<file path="src/rtl/picc_pkg.sv">
package picc_pkg;
  localparam int LINES = 8;
  localparam int LW    = $clog2(LINES);
  localparam int DW    = 8;
  localparam logic [DW-1:0] BASE_KEEP = 8'hF8;

  typedef enum logic [1:0] {
    PH_IDLE = 2'd0,
    PH_BASE = 2'd1,
    PH_CASC = 2'd2,
    PH_MODE = 2'd3
  } ph_e;

  typedef enum logic [2:0] {
    OP_ROT_CLR    = 3'd0,
    OP_NS_EOI     = 3'd1,
    OP_NOP        = 3'd2,
    OP_SP_EOI     = 3'd3,
    OP_ROT_SET    = 3'd4,
    OP_ROT_NS_EOI = 3'd5,
    OP_SET_PRIO   = 3'd6,
    OP_ROT_SP_EOI = 3'd7
  } op_e;

  function automatic ph_e after_base(input logic single, input logic four);
    if (single) return four ? PH_MODE : PH_IDLE;
    return PH_CASC;
  endfunction

  function automatic ph_e after_casc(input logic four);
    return four ? PH_MODE : PH_IDLE;
  endfunction

  function automatic logic [LINES-1:0] line_bit(input logic [LW-1:0] l);
    return {{(LINES-1){1'b0}}, 1'b1} << l;
  endfunction

  function automatic logic [LW-1:0] next_line(input logic [LW-1:0] l);
    return l + 1'b1;
  endfunction
endpackage

</file>
<file path="src/rtl/picc_cfg.sv">
module picc_cfg
  import picc_pkg::*;
(
  input  logic          clk,
  input  logic          rst_n,
  input  logic          init_wr,
  input  logic          data_wr,
  input  logic [DW-1:0] wdata,
  output ph_e           phase,
  output logic          four_word,
  output logic          single_mode,
  output logic          nested_mode,
  output logic          auto_eoi,
  output logic          level_err,
  output logic [DW-1:0] vec_base,
  output logic [LINES-1:0] mask
);
  always_ff @(posedge clk) begin
    if (!rst_n) begin
      phase       <= PH_IDLE;
      four_word   <= 1'b0;
      single_mode <= 1'b0;
      nested_mode <= 1'b0;
      auto_eoi    <= 1'b0;
      level_err   <= 1'b0;
      vec_base    <= '0;
      mask        <= '0;
    end else if (init_wr) begin
      phase       <= PH_BASE;
      four_word   <= wdata[0];
      single_mode <= wdata[1];
      level_err   <= wdata[3];
      nested_mode <= 1'b0;
      auto_eoi    <= 1'b0;
      vec_base    <= '0;
      mask        <= '0;
    end else if (data_wr) begin
      unique case (phase)
        PH_IDLE: mask <= wdata[LINES-1:0];
        PH_BASE: begin
          vec_base <= wdata & BASE_KEEP;
          phase    <= after_base(single_mode, four_word);
        end
        PH_CASC: phase <= after_casc(four_word);
        PH_MODE: begin
          nested_mode <= wdata[4];
          auto_eoi    <= wdata[1];
          phase       <= PH_IDLE;
        end
      endcase
    end
  end
endmodule

</file>
<file path="src/rtl/picc_svc.sv">
module picc_svc
  import picc_pkg::*;
(
  input  logic             clk,
  input  logic             rst_n,
  input  logic             init_wr,
  input  logic             ocw2_wr,
  input  op_e              op,
  input  logic [LW-1:0]    op_line,
  input  logic             op_bit,
  input  logic [LINES-1:0] isr_set,
  input  logic             top_isr_vld,
  input  logic [LW-1:0]    top_isr_line,
  input  logic             poll_hit,
  input  logic [LW-1:0]    poll_line,
  output logic [LINES-1:0] isr,
  output logic [LW-1:0]    prio_ofs,
  output logic             rot_auto_eoi
);
  logic [LINES-1:0] clr;
  logic [LW-1:0]    ofs_n;
  logic             rot_n;

  always_comb begin
    clr   = '0;
    ofs_n = prio_ofs;
    rot_n = rot_auto_eoi;
    if (ocw2_wr) begin
      unique case (op)
        OP_ROT_CLR, OP_ROT_SET: rot_n = op_bit;
        OP_NS_EOI: if (top_isr_vld) clr = line_bit(top_isr_line);
        OP_ROT_NS_EOI: if (top_isr_vld) begin
          clr   = line_bit(top_isr_line);
          ofs_n = next_line(top_isr_line);
        end
        OP_SP_EOI: clr = line_bit(op_line);
        OP_SET_PRIO: ofs_n = next_line(op_line);
        OP_ROT_SP_EOI: begin
          clr   = line_bit(op_line);
          ofs_n = next_line(op_line);
        end
        OP_NOP: ;
      endcase
    end
    if (poll_hit) clr = clr | line_bit(poll_line);
  end

  always_ff @(posedge clk) begin
    if (!rst_n || init_wr) begin
      isr          <= '0;
      prio_ofs     <= '0;
      rot_auto_eoi <= 1'b0;
    end else begin
      isr          <= (isr & ~clr) | isr_set;
      prio_ofs     <= ofs_n;
      rot_auto_eoi <= rot_n;
    end
  end
endmodule

</file>
<file path="src/rtl/picc_rdport.sv">
module picc_rdport
  import picc_pkg::*;
(
  input  logic             clk,
  input  logic             rst_n,
  input  logic             init_wr,
  input  logic             ocw3_wr,
  input  logic [4:0]       ctl_bits,
  input  logic             rd_en,
  input  logic             addr,
  input  logic [LINES-1:0] irr_in,
  input  logic [LINES-1:0] isr,
  input  logic [LINES-1:0] mask,
  input  logic             win_vld,
  input  logic [LW-1:0]    win_line,
  output logic [DW-1:0]    rdata,
  output logic             spec_mask,
  output logic             poll_armed,
  output logic             poll_rd,
  output logic             poll_hit,
  output logic [LINES-1:0] req_clr
);
  // ctl_bits = {sm_en, sm_val, poll, rs_en, rs_val}
  logic rd_sel;

  assign poll_rd  = rd_en && poll_armed;
  assign poll_hit = poll_rd && win_vld;
  assign req_clr  = poll_hit ? line_bit(win_line) : '0;

  always_comb begin
    if (poll_armed)
      rdata = win_vld ? DW'(win_line) : DW'(LINES - 1);
    else if (addr)
      rdata = DW'(mask);
    else
      rdata = DW'(rd_sel ? isr : irr_in);
  end

  always_ff @(posedge clk) begin
    if (!rst_n || init_wr) begin
      poll_armed <= 1'b0;
      rd_sel     <= 1'b0;
      spec_mask  <= 1'b0;
    end else begin
      if (poll_rd) poll_armed <= 1'b0;
      if (ocw3_wr) begin
        if (ctl_bits[2]) poll_armed <= 1'b1;
        if (ctl_bits[1]) rd_sel     <= ctl_bits[0];
        if (ctl_bits[4]) spec_mask  <= ctl_bits[3];
      end
    end
  end
endmodule

</file>
<file path="src/rtl/picc_regif.sv">
module picc_regif
  import picc_pkg::*;
(
  input  logic       clk,
  input  logic       rst_n,
  input  logic       wr_en,
  input  logic       rd_en,
  input  logic       addr,
  input  logic [7:0] wdata,
  input  logic [7:0] irr_in,
  input  logic [7:0] isr_set,
  input  logic       top_isr_vld,
  input  logic [2:0] top_isr_line,
  input  logic       win_vld,
  input  logic [2:0] win_line,
  output logic [7:0] rdata,
  output logic [7:0] mask,
  output logic [7:0] isr,
  output logic [2:0] prio_ofs,
  output logic [7:0] vec_base,
  output logic [1:0] init_phase,
  output logic       four_word,
  output logic       single_mode,
  output logic       nested_mode,
  output logic       auto_eoi,
  output logic       rot_auto_eoi,
  output logic       spec_mask,
  output logic       level_err,
  output logic       init_strobe,
  output logic [7:0] req_clr
);
  // named events for the checker
  logic cmd_wr, init_wr, ocw3_wr, ocw2_wr, data_wr;
  logic poll_armed, poll_rd, poll_hit;
  ph_e  phase;

  assign cmd_wr  = wr_en && !addr;
  assign init_wr = cmd_wr && wdata[4];
  assign ocw3_wr = cmd_wr && !wdata[4] && wdata[3];
  assign ocw2_wr = cmd_wr && !wdata[4] && !wdata[3];
  assign data_wr = wr_en && addr;
  assign init_phase = phase;

  always_ff @(posedge clk) begin
    if (!rst_n) init_strobe <= 1'b0;
    else        init_strobe <= init_wr;
  end

  picc_cfg u_cfg (
    .clk(clk), .rst_n(rst_n), .init_wr(init_wr), .data_wr(data_wr),
    .wdata(wdata), .phase(phase), .four_word(four_word),
    .single_mode(single_mode), .nested_mode(nested_mode),
    .auto_eoi(auto_eoi), .level_err(level_err), .vec_base(vec_base),
    .mask(mask)
  );

  picc_svc u_svc (
    .clk(clk), .rst_n(rst_n), .init_wr(init_wr), .ocw2_wr(ocw2_wr),
    .op(op_e'(wdata[7:5])), .op_line(wdata[2:0]), .op_bit(wdata[7]),
    .isr_set(isr_set), .top_isr_vld(top_isr_vld),
    .top_isr_line(top_isr_line), .poll_hit(poll_hit), .poll_line(win_line),
    .isr(isr), .prio_ofs(prio_ofs), .rot_auto_eoi(rot_auto_eoi)
  );

  picc_rdport u_rd (
    .clk(clk), .rst_n(rst_n), .init_wr(init_wr), .ocw3_wr(ocw3_wr),
    .ctl_bits({wdata[6:5], wdata[2:0]}), .rd_en(rd_en), .addr(addr),
    .irr_in(irr_in), .isr(isr), .mask(mask), .win_vld(win_vld),
    .win_line(win_line), .rdata(rdata), .spec_mask(spec_mask),
    .poll_armed(poll_armed), .poll_rd(poll_rd), .poll_hit(poll_hit),
    .req_clr(req_clr)
  );
endmodule

</file>
<file path="config.mk">
export PLATFORM = sky130hd
export DESIGN_NAME = picc_regif
export DESIGN_NICKNAME = d
export VERILOG_FILES = /design/src/rtl/picc_pkg.sv /design/src/rtl/picc_cfg.sv /design/src/rtl/picc_svc.sv /design/src/rtl/picc_rdport.sv /design/src/rtl/picc_regif.sv
export SDC_FILE = /design/constraint.sdc
export NUM_CORES = 1
export LEC_CHECK = 0
export BUFFER_PORTS_ARGS = -buffer_cell sky130_fd_sc_hd__buf_2
export CORE_ASPECT_RATIO = 0.75
export CORE_MARGIN = 10
export CORE_UTILIZATION = 45
export DETAILED_ROUTE_END_ITERATION = 7
export GPL_TIMING_DRIVEN = 0
export PLACE_DENSITY = 0.78
export SLEW_MARGIN = 20
export SYNTH_ARGS = -nofsm -noshare
export SYNTH_HDL_FRONTEND = slang
export SYNTH_SLANG_ARGS = --single-unit
</file>
<file path="constraint.sdc">
create_clock -name clk -period 1.95 [get_ports clk]
set_clock_uncertainty 0.05 [all_clocks]
set_input_delay 0.2925 -clock clk [delete_from_list [all_inputs] [get_ports clk]]
set_output_delay 0.2925 -clock clk [all_outputs]
set_load 0.01 [all_outputs]
</file>
======== Word-level counts from Yosys, hierarchy flattened ========
Cells that the tools add are included.
storage, ports and cells
  bits in registers ....................... 36
  input port bits ......................... 37
  output and inout bits ................... 53
  word-level logic and storage cells ...... 94
operators by class
  $add $sub $neg .......................... 2
  equality and inequality tests ........... 10
  shifts and indexed selects .............. 3
  multiplexer cells ....................... 25
  bitwise operators ....................... 5
  reduce and logical (&&, ||, !) cells .... 33
operators with widths
  cell                                                                    count
  8-bit 2-to-1 mux                                                        7
  1-bit by 3-bit << shifter with 8-bit output (first input constant)      3
  8-bit OR                                                                2
  8-bit case mux with 2 select lines                                      1
  2-bit AND reduction                                                     8
  3-bit equality test (second input constant)                             4
  1-bit 2-to-1 mux                                                        10
  2-bit OR reduction                                                      5
  8-bit AND                                                               1
  1-bit logical AND                                                       8
  8-bit inverter                                                          1
  3-bit by 1-bit adder with 3-bit output (second input constant)          2
  2-bit 2-to-1 mux                                                        3
  3-bit 2-to-1 mux                                                        2
  2-bit case mux with 3 select lines                                      1
  3-bit case mux with 2 select lines                                      1
  2-bit equality test (second input constant)                             2
  1-bit logical NOT                                                       4
  2-bit nonzero test                                                      2
  4-bit nonzero test                                                      1
  3-bit by 1-bit equality test with 1-bit output (second input constant)  1
  3-bit by 2-bit equality test with 1-bit output (second input constant)  1
  3-bit logical NOT                                                       1
  3-bit AND reduction                                                     1
  other kinds (6)                                                         6

======== Longest topological paths before layout ========
Gate-level depths: netlist of run 1.
  depth after elaboration ................. 10
  gate-level depth with buffers ........... 7
  mapped depth without buffers ............ 6

======== Cells and area by module ========
From an unflattened synthesis of run 1, not the netlist that was laid out.
unflattened totals
  cells, all modules ...................... 258
  area total of the unflattened synthesis .. 2279.7 um2
by module, submodules not included
  module       instances  cells an instance  area an instance (um2)
  picc_cfg     1          105                943.4
  picc_svc     1          88                 783.3
  picc_rdport  1          59                 476.7
  picc_regif   1          6                  76.3

======== Least setup slack after synthesis of run 1 ========
No wires, ideal clock.
  path type ............................... in2reg
  start point ............................. input wdata[6]
  end point ............................... register u_svc.prio_ofs[2]
  setup time .............................. 70 ps
  arrival ................................. 1586 ps
  required time ........................... 1830 ps
  setup slack ............................. 244 ps
  cell stages on the path ................. 7
  cells stage by stage .................... buf_2 -> nand2_1 -> mux2_2 -> ha_1 -> o21ai_0 -> or3b_1 -> a21oi_1
between the ends
  cells in the longest elaborated chain, start to end .. 4
  elaborated cells between the ends (all ways) .. 8
  those cells by class .................... eq/ne (4); mux (1); reduce/logical (3)
RTL lines
  item                                  RTL line         source
  from (decl)                           picc_regif.sv:9  input logic [7:0] wdata,
  3-bit equality test                   picc_svc.sv:29   unique case (op)
  2-bit OR reduction (no source line)   -
  2-bit nonzero test (no source line)   -
  3-bit AND reduction (no source line)  -
  to (signal assigned)                  picc_svc.sv:55   prio_ofs <= ofs_n;
  to (decl)                             picc_svc.sv:17   output logic [LW-1:0] prio_ofs,
Several ways; a longest one is shown, not always the timed one.
A chain may end at the register's enable or synchronous reset.

======== Worst setup path in the final report of run 1 ========
  start point ............................. register u_rd.rd_sel
  end point ............................... output rdata[0]
between the ends
  cells in the longest elaborated chain, start to end .. 3
RTL lines
  item                    RTL line           source
  from (decl)             picc_rdport.sv:24  logic rd_sel;
  from (signal assigned)  picc_rdport.sv:48  if (ctl_bits[1]) rd_sel <= ctl_bits[0];
  8-bit 2-to-1 mux        picc_rdport.sv:36  rdata = DW'(rd_sel ? isr : irr_in);
  8-bit 2-to-1 mux        picc_rdport.sv:33  else if (addr)
  8-bit 2-to-1 mux        picc_rdport.sv:31  if (poll_armed)
  to (decl)               picc_regif.sv:16   output logic [7:0] rdata,
Every way passes these cells.

==> results.tsv, run 1 <==
stage	metric	value	unit
final_layout	Area Overhead vs Synth	30.8	%
timing	slew margin rel.	47.2	%
synth	Ys Warns	0	
final_layout	register area	721	µm²
synth	ys flop type	dfxtp_1	
synth	Seq/Total Area, Yosys	37.5	%
timing	final hold viol count	0	
grt	GRT Total Usage	16.8	%
routing	drt first-iter violations	120	
grt	initial antenna violation count	0	
final_layout	Finished Layout Cells	391	
clocking	Clock H-tree levels	2	
pwr	Power Dens Cells	654	nW/µm²
placed_design	Setup WS pre-CTS	0.0268	ns
run_status	status	finished clean	
critical_path	CP startpoint	u_rd.rd_sel	
pwr	Leakage	1.21	nW
final_layout	commonest non-fill, non-tap cell in the layout	buf_2	
synth	FF+latch count, synth	36	
routing	WL per Instance	15.6	µm
clocking	Root Driver	clkbuf_8	
final_layout	Final Cell Area	2520	µm²
synth	Yosys cell types	39	
critical_path	CP required	1.61	ns
final_layout	ant diodes	0	
floorplanning	num rows	20	
floorplanning	starting utilization of the core area	47.2	%
clocking	Post CTS Setup Buffer Count	0	
routing	final WL	6110	µm
critical_path	crit path kind	reg -> out	
timing	fin. max-slew vios	0	
clocking	Worst-Skew Late Latency	0.28	ns
min_path	Min-Delay Path Class	in -> reg	
final_layout	# fillers	391	
flow_run	max_cap viols	0	
routing	vias	2050	
routing	antenna viol nets, final	0	
routing	DR pass1 iterations	4	
timing	Tmin final	1.82	ns
synth	ys async rst share	0	%
final_layout	Final #Nets	374	
floorplanning	total I/O pin count	90	
clocking	cts bufs inserted	5	
floorplanning	DIE WIDTH	95.5	µm
timing	post-route worst setup slack	0.135	ns
clocking	CTS sink cnt	36	
timing	Fmax	0.551	GHz
placed_design	Final GP Congestion	0.821	
final_layout	ratio of cells with drive above 1 in the final layout	31.8	%
grt	grt ovf	0	
critical_path	Crit. End Element	output port	
timing	hold slack	0.159	ns
placed_design	placed instance area	2420	µm²
synth	synthesized cell area	1920	µm²
floorplanning	Die Y	76.6	µm
critical_path	RR Startpoint	u_cfg.phase[0]	
grt	largest net degree at the start of global routing	11	
routing	drt drc	0	
synth	Post-Syn Area per Cell	7.89	µm²
timing	unrepaired setup endpoints after global routing	false	
clocking	TritonCTS clock tree	yes	
timing	final setup vio count	0	
clocking	clock slew at reported path FFs	0.07	ns
timing	Worst Max-Slew Pin Slew	0.785	ns
synth	Mapped Cells	244	
final_layout	area of the multi-input gates	1110	µm²
critical_path	CP max FO	9	
clocking	Clock Tree Buf Depth	2	
timing	setup TNS	0	ns
grt	first-pass GRT wire length	9980	µm
timing	Final period util	93.1	%
grt	vias in the first global route	2052	
placed_design	placed cells	384	
floorplanning	die area	7320	µm²
floorplanning	Core Area	4080	µm²
placed_design	I/O Buffers	83	
critical_path	Data arrival, critical path	1.47	ns
pwr	worst IR drop on VDD	0.000371	V
routing	vias per cell	5.24	
synth	Post-synth EDFFs	0	
placed_design	post-DP HPWL	4910	µm
clocking	hold buffer count at CTS	0	
min_path	Min-Delay Startpoint	isr_set[6]	
final_layout	commonest cells after routing, fill and taps aside	buf_2 (87), dfxtp_1 (36), nor2_1 (35)	
critical_path	startpoint types	flip-flop	
cells by family (layout without fill, tap and decap cells):
group	after synthesis	count (layout)	synth area share [%]
buf+inv	22	112	5.20
flops	36	36	37.5
mux	22	22	11.6
simple gates	97	97	25.4
compound gates	65	65	19.4
other cells	1	3	0.195
fa+ha+maj	1	1	0.650
cells in the mapped netlist (2+ instances only):
| cell type | instances | area share [%] |
|---|---|---|
| a21oi_1 | 28 | 7.3 |
| nand2b_1 | 6 | 2.0 |
| nor2_1 | 35 | 6.8 |
| nand4_1 | 3 | 0.98 |
| nand4b_1 | 2 | 0.91 |
| a211oi_1 | 2 | 0.78 |
| nand3b_1 | 2 | 0.78 |
| clkbuf_1 | 7 | 1.4 |
| a21o_1 | 2 | 0.78 |
| mux2_2 | 3 | 1.8 |
| dfxtp_1 | 36 | 37 |
| inv_1 | 6 | 1.2 |
| o21ai_0 | 15 | 3.9 |
| nand3_1 | 4 | 1.0 |
| o32ai_1 | 2 | 0.91 |
| o21a_1 | 8 | 3.1 |
| buf_4 | 3 | 1.2 |
| o22ai_1 | 6 | 2.0 |
| buf_2 | 5 | 1.3 |
| nor3_1 | 4 | 1.0 |
| mux2i_1 | 19 | 9.9 |
| nand2_1 | 29 | 5.7 |
state kept, by name, summed over array words and instances, names as in the netlist, 2 cells and up:
register        cells
u_cfg.vec_base      5
u_cfg.mask          8
u_svc.isr           8
u_cfg.phase         2
u_svc.prio_ofs      3
routing by layer:
layer  up-vias  GRT usage, %  routed length [µm]
met3         7          7.97                 647
met2        81          27.1                2900
li1       1030             -                   -
met5         -             0                   0
met1       932          20.1                2520
met4         0          2.21                  43
critical path, cell delays in order (launching register included):
cell      delay (ns)
dfxtp_1         0.31
clkbuf_4        0.22
mux2i_1         0.22
nor2_1          0.06
a21oi_1         0.13
o21ai_0         0.09
buf_2           0.15
where the power goes:
| part | switching [W] | internal, W | leakage [nW] | total (W) |
|---|---|---|---|---|
| Combinational | 0.000164 | 0.000117 | 0.870 | 0.000282 |
| Sequential | 0.0000226 | 0.000761 | 0.294 | 0.000784 |
| Clock | 0.000265 | 0.000315 | 0.0503 | 0.000580 |
| Total | 0.000452 | 0.00119 | 1.21 | 0.00164 |
through the flow:
step	total power [W]	util [%]
floorplan	0.000952	-
global placement	0.00107	59.2
detailed placement	0.00108	59.2
CTS	0.00165	61.6
global route	0.00172	61.7
finish	0.00164	61.7
area by class of cell:
class	count	share of cell area, %
Buffer	16	3.23
Clock buffer	7	3.83
Inverter	6	0.895
Multi-Input combinational cell	188	44.2
Sequential cell	36	28.6
Tap cell	55	2.73
Timing Repair Buffer	83	16.5
repair_timing:
action | CTS | global route
setup endpoints to repair | 0 | 4
endpoints found under the hold margin | 0 | 0
gates resized for setup | 0 | 3
final timing paths:
path                       endpoint  slack (ns)  cells past startpoint
hold reg to reg   u_svc.prio_ofs[2]        0.40                      2
setup reg to reg      u_cfg.mask[5]        0.51                      3
hold / removal         u_svc.isr[6]        0.16                      2
setup / recovery           rdata[0]        0.13                      6
Note: power is estimated with default switching activity, not from simulation.
==> run 2, diff against run 1 <==
==> constraint.sdc (replaced) <==
create_clock -name clk -period 1.95 [get_ports clk]
set_clock_uncertainty 0.05 [all_clocks]
set_input_delay 0.39 -clock clk [delete_from_list [all_inputs] [get_ports clk]]
set_output_delay 0.39 -clock clk [all_outputs]
set_load 0.01 [all_outputs]
==> run 2 against run 1 <==
  * Sequential share of layout area down 0.25 points
  * Via count up 0.59%
  * Die area unchanged
  * Critical path type unchanged
==> results.tsv, run 2 (synthesis gave the netlist of run 1 again) <==
stage	metric	value	unit
pwr	Sw Pwr	0.000458	W
placed_design	post-DP HPWL	4910	µm
clocking	clock slew at reported path FFs	0.07	ns
clocking	cts bufs inserted	5	
critical_path	crit path kind	reg -> out	
placed_design	placed instance area	2420	µm²
routing	final WL	6210	µm
final_layout	ratio of cells with drive above 1 in the final layout	33.1	%
timing	setup TNS	0	ns
critical_path	flop-to-flop setup slack	0.48	ns
timing	fin. max-slew vios	0	
critical_path	reg2reg path depth	3	
critical_path	startpoint types	flip-flop	
clocking	TritonCTS clock tree	yes	
routing	antenna viol nets, final	0	
timing	Fmax	0.545	GHz
timing	Final period util	94.1	%
routing	WL per Instance	15.8	µm
grt	largest net degree at the start of global routing	11	
timing	final hold viol count	0	
routing	DR pass1 iterations	4	
floorplanning	num rows	20	
routing	vias per cell	5.25	
critical_path	R2R Path End	u_cfg.mask[5]	
routing	vias	2062	
clocking	Root Driver	clkbuf_8	
min_path	worst hold path depth	2	
clocking	Clock H-tree levels	2	
placed_design	I/O Buffers	83	
critical_path	RR Startpoint	u_cfg.phase[0]	
critical_path	Data arrival, critical path	1.40	ns
timing	Worst Max-Slew Pin Slew	0.824	ns
critical_path	CP max FO	5	
final_layout	Area Overhead vs Synth	32.1	%
min_path	Min-Delay Startpoint	isr_set[6]	
grt	most used routing layer	met2	
grt	GRT Total Usage	16.8	%
pwr	Power Dens Cells	650	nW/µm²
grt	met2 Use GR	27.1	%
routing	drt drc	0	
final_layout	largest registers	u_cfg.mask (8), u_svc.isr (8), u_cfg.vec_base (5)	
floorplanning	starting utilization of the core area	47.2	%
floorplanning	Die Y	76.6	µm
clocking	Worst-Skew Late Latency	0.29	ns
grt	GRT met3 Usage	7.97	%
pwr	combinational share of power	17.2	%
critical_path	Crit. End Element	output port	
floorplanning	die area	7320	µm²
final_layout	Finished Layout Cells	393	
routing	drt first-iter violations	119	
timing	final setup vio count	0	
placed_design	placed cells	384	
min_path	Min-Delay Path Class	in -> reg	
final_layout	ant diodes	0	
final_layout	commonest cells after routing, fill and taps aside	buf_2 (88), nor2_1 (35), dfxtp_1 (35)	
final_layout	# fillers	389	
pwr	Reg power frac	47.5	%
min_path	hold endpoint	u_svc.isr[6]	
timing	unrepaired setup endpoints after global routing	false	
final_layout	Final #Nets	376	
flow_run	max_cap viols	0	
critical_path	CP required	1.51	ns
grt	grt ovf	0	
pwr	total power draw	0.00165	W
pwr	Leakage	1.23	nW
clocking	Clock Tree Buf Depth	2	
grt	initial antenna violation count	0	
pwr	clock share of power	35.3	%
run_status	status	finished clean	
floorplanning	Core Area	4080	µm²
grt	vias in the first global route	2052	
clocking	CTS sink cnt	36	
grt	met1 usage	20.1	%
final_layout	Final Cell Area	2540	µm²
timing	slew margin rel.	44.6	%
placed_design	Final GP Congestion	0.821	
pwr	worst IR drop on VDD	0.000372	V
timing	hold slack	0.253	ns
floorplanning	DIE WIDTH	95.5	µm
floorplanning	total I/O pin count	90	
pwr	Pint	0.00119	W
final_layout	commonest non-fill, non-tap cell in the layout	buf_2	
grt	first-pass GRT wire length	9980	µm
timing	Tmin final	1.84	ns
pwr	Switching Share	27.7	%
## run 2: cell types whose count changed in the layout (fill, tap and decap cells not counted)
cell     before  now
nor3_2        0    1
nor3_1        4    3
dfxtp_2       0    1
buf_4         3    4
buf_1         1    0
dfxtp_1      36   35
buf_6         0    1
buf_2        87   88
## run 2: stage by stage
step	util, %	setup WS (ns)
floorplan	-	0.147
global placement	59.2	-0.0628
detailed placement	59.2	-0.0707
CTS	61.7	0.0514
global route	62.3	0.0135
finish	62.3	0.115
## run 2: power groups by stage
| stage | registers [W] | logic (W) | clock network, W |
|---|---|---|---|
| 2_1_floorplan | 0.000807 | 0.000145 | 0 |
| 3_3_place_gp | 0.000800 | 0.000274 | 0 |
| 3_5_place_dp | 0.000801 | 0.000279 | 0 |
| 4_1_cts | 0.000784 | 0.000282 | 0.000589 |
| 5_1_grt | 0.000788 | 0.000317 | 0.000621 |
| 6_report | 0.000784 | 0.000284 | 0.000584 |
## run 2: routing by layer
layer	routed length, µm	part of all wire (%)	up-vias
met5	0	0	-
met1	2620	42	943
met3	642	10	6
met2	2910	47	79
li1	-	-	1034
met4	38	0.61	0
## run 2: critical path, stage by stage (launching register included)
cell     delay, ns
dfxtp_2       0.35
buf_6         0.13
mux2i_1       0.19
nor2_1        0.06
a21oi_1       0.13
o21ai_0       0.09
buf_2         0.15
## run 2: how the worst max path moves through the flow
stage / slack, ns / start / depth (start not counted) / end
after floorplan: 0.15 / wdata[6] / 7 / u_svc.prio_ofs[2]
after global placement: -0.06 / wdata[6] / 8 / u_svc.prio_ofs[2]
after detailed placement: -0.07 / wdata[6] / 8 / u_svc.prio_ofs[2]
after CTS: 0.05 / u_rd.poll_armed / 4 / rdata[1]
after global routing: 0.01 / addr / 7 / rdata[7]
final: 0.11 / u_rd.rd_sel / 6 / rdata[0]
## run 2: what timing repair did
| action | in CTS | in global routing |
|---|---|---|
| gates cloned | 0 | 1 |
| setup endpoints to repair | 5 | 6 |
| resized for setup | 2 | 6 |
| setup buffers | 0 | 1 |
| hold buffers | 0 | 0 |
## run 2: final cells by class
type / count / area (µm²) / area share [%]
Buffer: 16 / 88.8 / 3.49
Clock buffer: 7 / 96.3 / 3.79
Inverter: 6 / 22.5 / 0.886
Multi-Input combinational cell: 188 / 1120 / 43.9
Sequential cell: 36 / 722 / 28.4
Tap cell: 55 / 68.8 / 2.71
Timing Repair Buffer: 85 / 428 / 16.8
==> run 3, diff against run 2 <==
--- a/config.mk
+++ b/config.mk
@@ -7,7 +7,6 @@
 export LEC_CHECK = 0
 export BUFFER_PORTS_ARGS = -buffer_cell sky130_fd_sc_hd__buf_2
 export CORE_ASPECT_RATIO = 0.75
-export CORE_MARGIN = 10
 export CORE_UTILIZATION = 45
 export DETAILED_ROUTE_END_ITERATION = 7
 export GPL_TIMING_DRIVEN = 0
==> constraint.sdc (replaced) <==
create_clock -name clk -period 1.95 [get_ports clk]
set_clock_uncertainty 0.05 [all_clocks]
set_input_delay 0.39 -clock clk [delete_from_list [all_inputs] [get_ports clk]]
set_output_delay 0.39 -clock clk [all_outputs]
set_load 0.005 [all_outputs]
==> run 3 against run 2 <==
  * Setup slack gained 0.015 ns
  * Clock power decreased by 6.7%
  * Flip-flop and latch count unchanged
  * Routed wire length fell by 14%
  * Highest routed layer unchanged
  * Core utilization shrank 0.49 points
  * Critical endpoint is now req_clr[4]
  * Final cell count is the same
==> results.tsv, run 3 (synthesis gave the netlist of run 1 again) <==
stage	metric	value	unit
critical_path	CP required	1.51	ns
min_path	Min-Delay Startpoint	isr_set[1]	
grt	grt ovf	0	
clocking	TritonCTS clock tree	yes	
critical_path	R2R Path End	u_cfg.mask[6]	
clocking	Worst-Skew Late Latency	0.29	ns
floorplanning	DIE WIDTH	77.5	µm
floorplanning	die area	4540	µm²
final_layout	Final Cell Area	2520	µm²
final_layout	largest registers	u_cfg.mask (8), u_svc.isr (8), u_cfg.vec_base (5)	
placed_design	I/O Buffers	83	
floorplanning	Die Y	58.6	µm
floorplanning	num rows	20	
timing	post-route worst setup slack	0.129	ns
clocking	cts bufs inserted	5	
min_path	worst hold path depth	2	
routing	drt first-iter violations	116	
min_path	hold endpoint	u_svc.isr[1]	
routing	DR pass1 iterations	5	
clocking	Clock H-tree levels	2	
critical_path	reg2reg path depth	3	
flow_run	max_cap viols	0	
critical_path	flop-to-flop setup slack	0.39	ns
final_layout	Util after Layout	61.8	%
final_layout	ratio of cells with drive above 1 in the final layout	32.0	%
timing	fin. max-slew vios	0	
critical_path	startpoint types	flip-flop	
timing	final setup vio count	0	
final_layout	# fillers	399	
final_layout	ant diodes	0	
timing	final hold viol count	0	
critical_path	crit path kind	reg -> out	
routing	vias	2097	
routing	final WL	5370	µm
grt	vias in the first global route	1748	
grt	GRT Total Usage	23.3	%
floorplanning	starting utilization of the core area	47.2	%
routing	drt drc	0	
floorplanning	total I/O pin count	90	
routing	vias per cell	5.34	
final_layout	Area Overhead vs Synth	31.1	%
clocking	CTS sink cnt	36	
timing	Final period util	93.4	%
final_layout	commonest non-fill, non-tap cell in the layout	buf_2	
grt	initial antenna violation count	0	
placed_design	post-DP HPWL	4080	µm
grt	first-pass GRT wire length	8250	µm
final_layout	commonest cells after routing, fill and taps aside	buf_2 (88), dfxtp_1 (36), nor2_1 (35)	
critical_path	Data arrival, critical path	1.38	ns
routing	WL per Instance	13.7	µm
timing	setup TNS	0	ns
clocking	hold buffer count at CTS	0	
grt	largest net degree at the start of global routing	11	
run_status	status	finished clean	
final_layout	Final #Nets	375	
critical_path	CP max FO	7	
timing	Tmin final	1.82	ns
critical_path	RR Startpoint	u_cfg.phase[0]	
placed_design	Final GP Congestion	0.778	
pwr	Leakage	1.22	nW
pwr	Power Dens Cells	632	nW/µm²
clocking	Clock Tree Buf Depth	2	
placed_design	Setup WS pre-CTS	-0.0913	ns
routing	antenna viol nets, final	0	
timing	Fmax	0.549	GHz
timing	unrepaired setup endpoints after global routing	false	
clocking	clock slew at reported path FFs	0.07	ns
floorplanning	Core Area	4080	µm²
min_path	Min-Delay Path Class	in -> reg	
critical_path	Crit. End Element	output port	
placed_design	placed instance area	2420	µm²
clocking	Root Driver	clkbuf_8	
timing	Worst Max-Slew Pin Slew	0.900	ns
timing	slew margin rel.	39.5	%
pwr	worst IR drop on VDD	0.000338	V
-- run 3: cell counts in the layout (fill, tap and decap cells not counted) --
No cell type changed its count.
-- run 3: worst max-delay path: stages (launching register included) --
cell and delay [ns]:
dfxtp_1 0.38, nand4_1 0.28, nor3_1 0.28, buf_2 0.16
-- run 3: cell type report --
| class | instances | area [µm²] | area share, % |
|---|---|---|---|
| Clock buffer | 8 | 90.1 | 3.57 |
| Tap cell | 55 | 68.8 | 2.73 |
| Multi-Input combinational cell | 188 | 1110 | 44.0 |
| Timing Repair Buffer | 84 | 423 | 16.8 |
| Sequential cell | 36 | 721 | 28.6 |
| Inverter | 6 | 22.5 | 0.893 |
| Buffer | 16 | 86.3 | 3.42 |
-- run 3: worst max-delay path by stage --
stage,from,endpoint,depth (start not counted)
after floorplan,wdata[6],u_svc.prio_ofs[2],7
after global placement,wdata[6],u_svc.prio_ofs[2],8
after detailed placement,wdata[6],u_svc.prio_ofs[2],8
after CTS,u_rd.rd_sel,rdata[1],6
after global routing,addr,rdata[6],7
final,u_rd.poll_armed,req_clr[4],3
-- run 3: stage by stage --
step                hold slack [ns]  power [W]  instances
floorplan                     0.398   0.000936        246
finish                        0.262    0.00159        393
detailed placement            0.396    0.00106        384
global route                  0.253    0.00168        393
CTS                           0.259    0.00160        392
global placement              0.389    0.00105        384
-- run 3: power by group --
group	internal (W)	leakage [nW]	total, W	switching (W)
clock network	0.000288	0.0455	0.000545	0.000257
registers	0.000761	0.294	0.000786	0.0000243
logic	0.000117	0.879	0.000263	0.000146
-- run 3: routing by layer --
layer  share of wire (%)  GRT usage (%)  vias up
li1                    -              -     1037
met1                  46           32.3      958
met2                  45           37.5       96
met3                 7.7           4.34        6
met4                0.95           5.93        0
met5                   0              0        -
-- run 3: repair_timing --
action / 4_1_cts / 5_1_grt
resized for setup: 1 / 5
setup endpoints to repair: 5 / 9
setup buffers: 0 / 1
pin swaps: 0 / 1
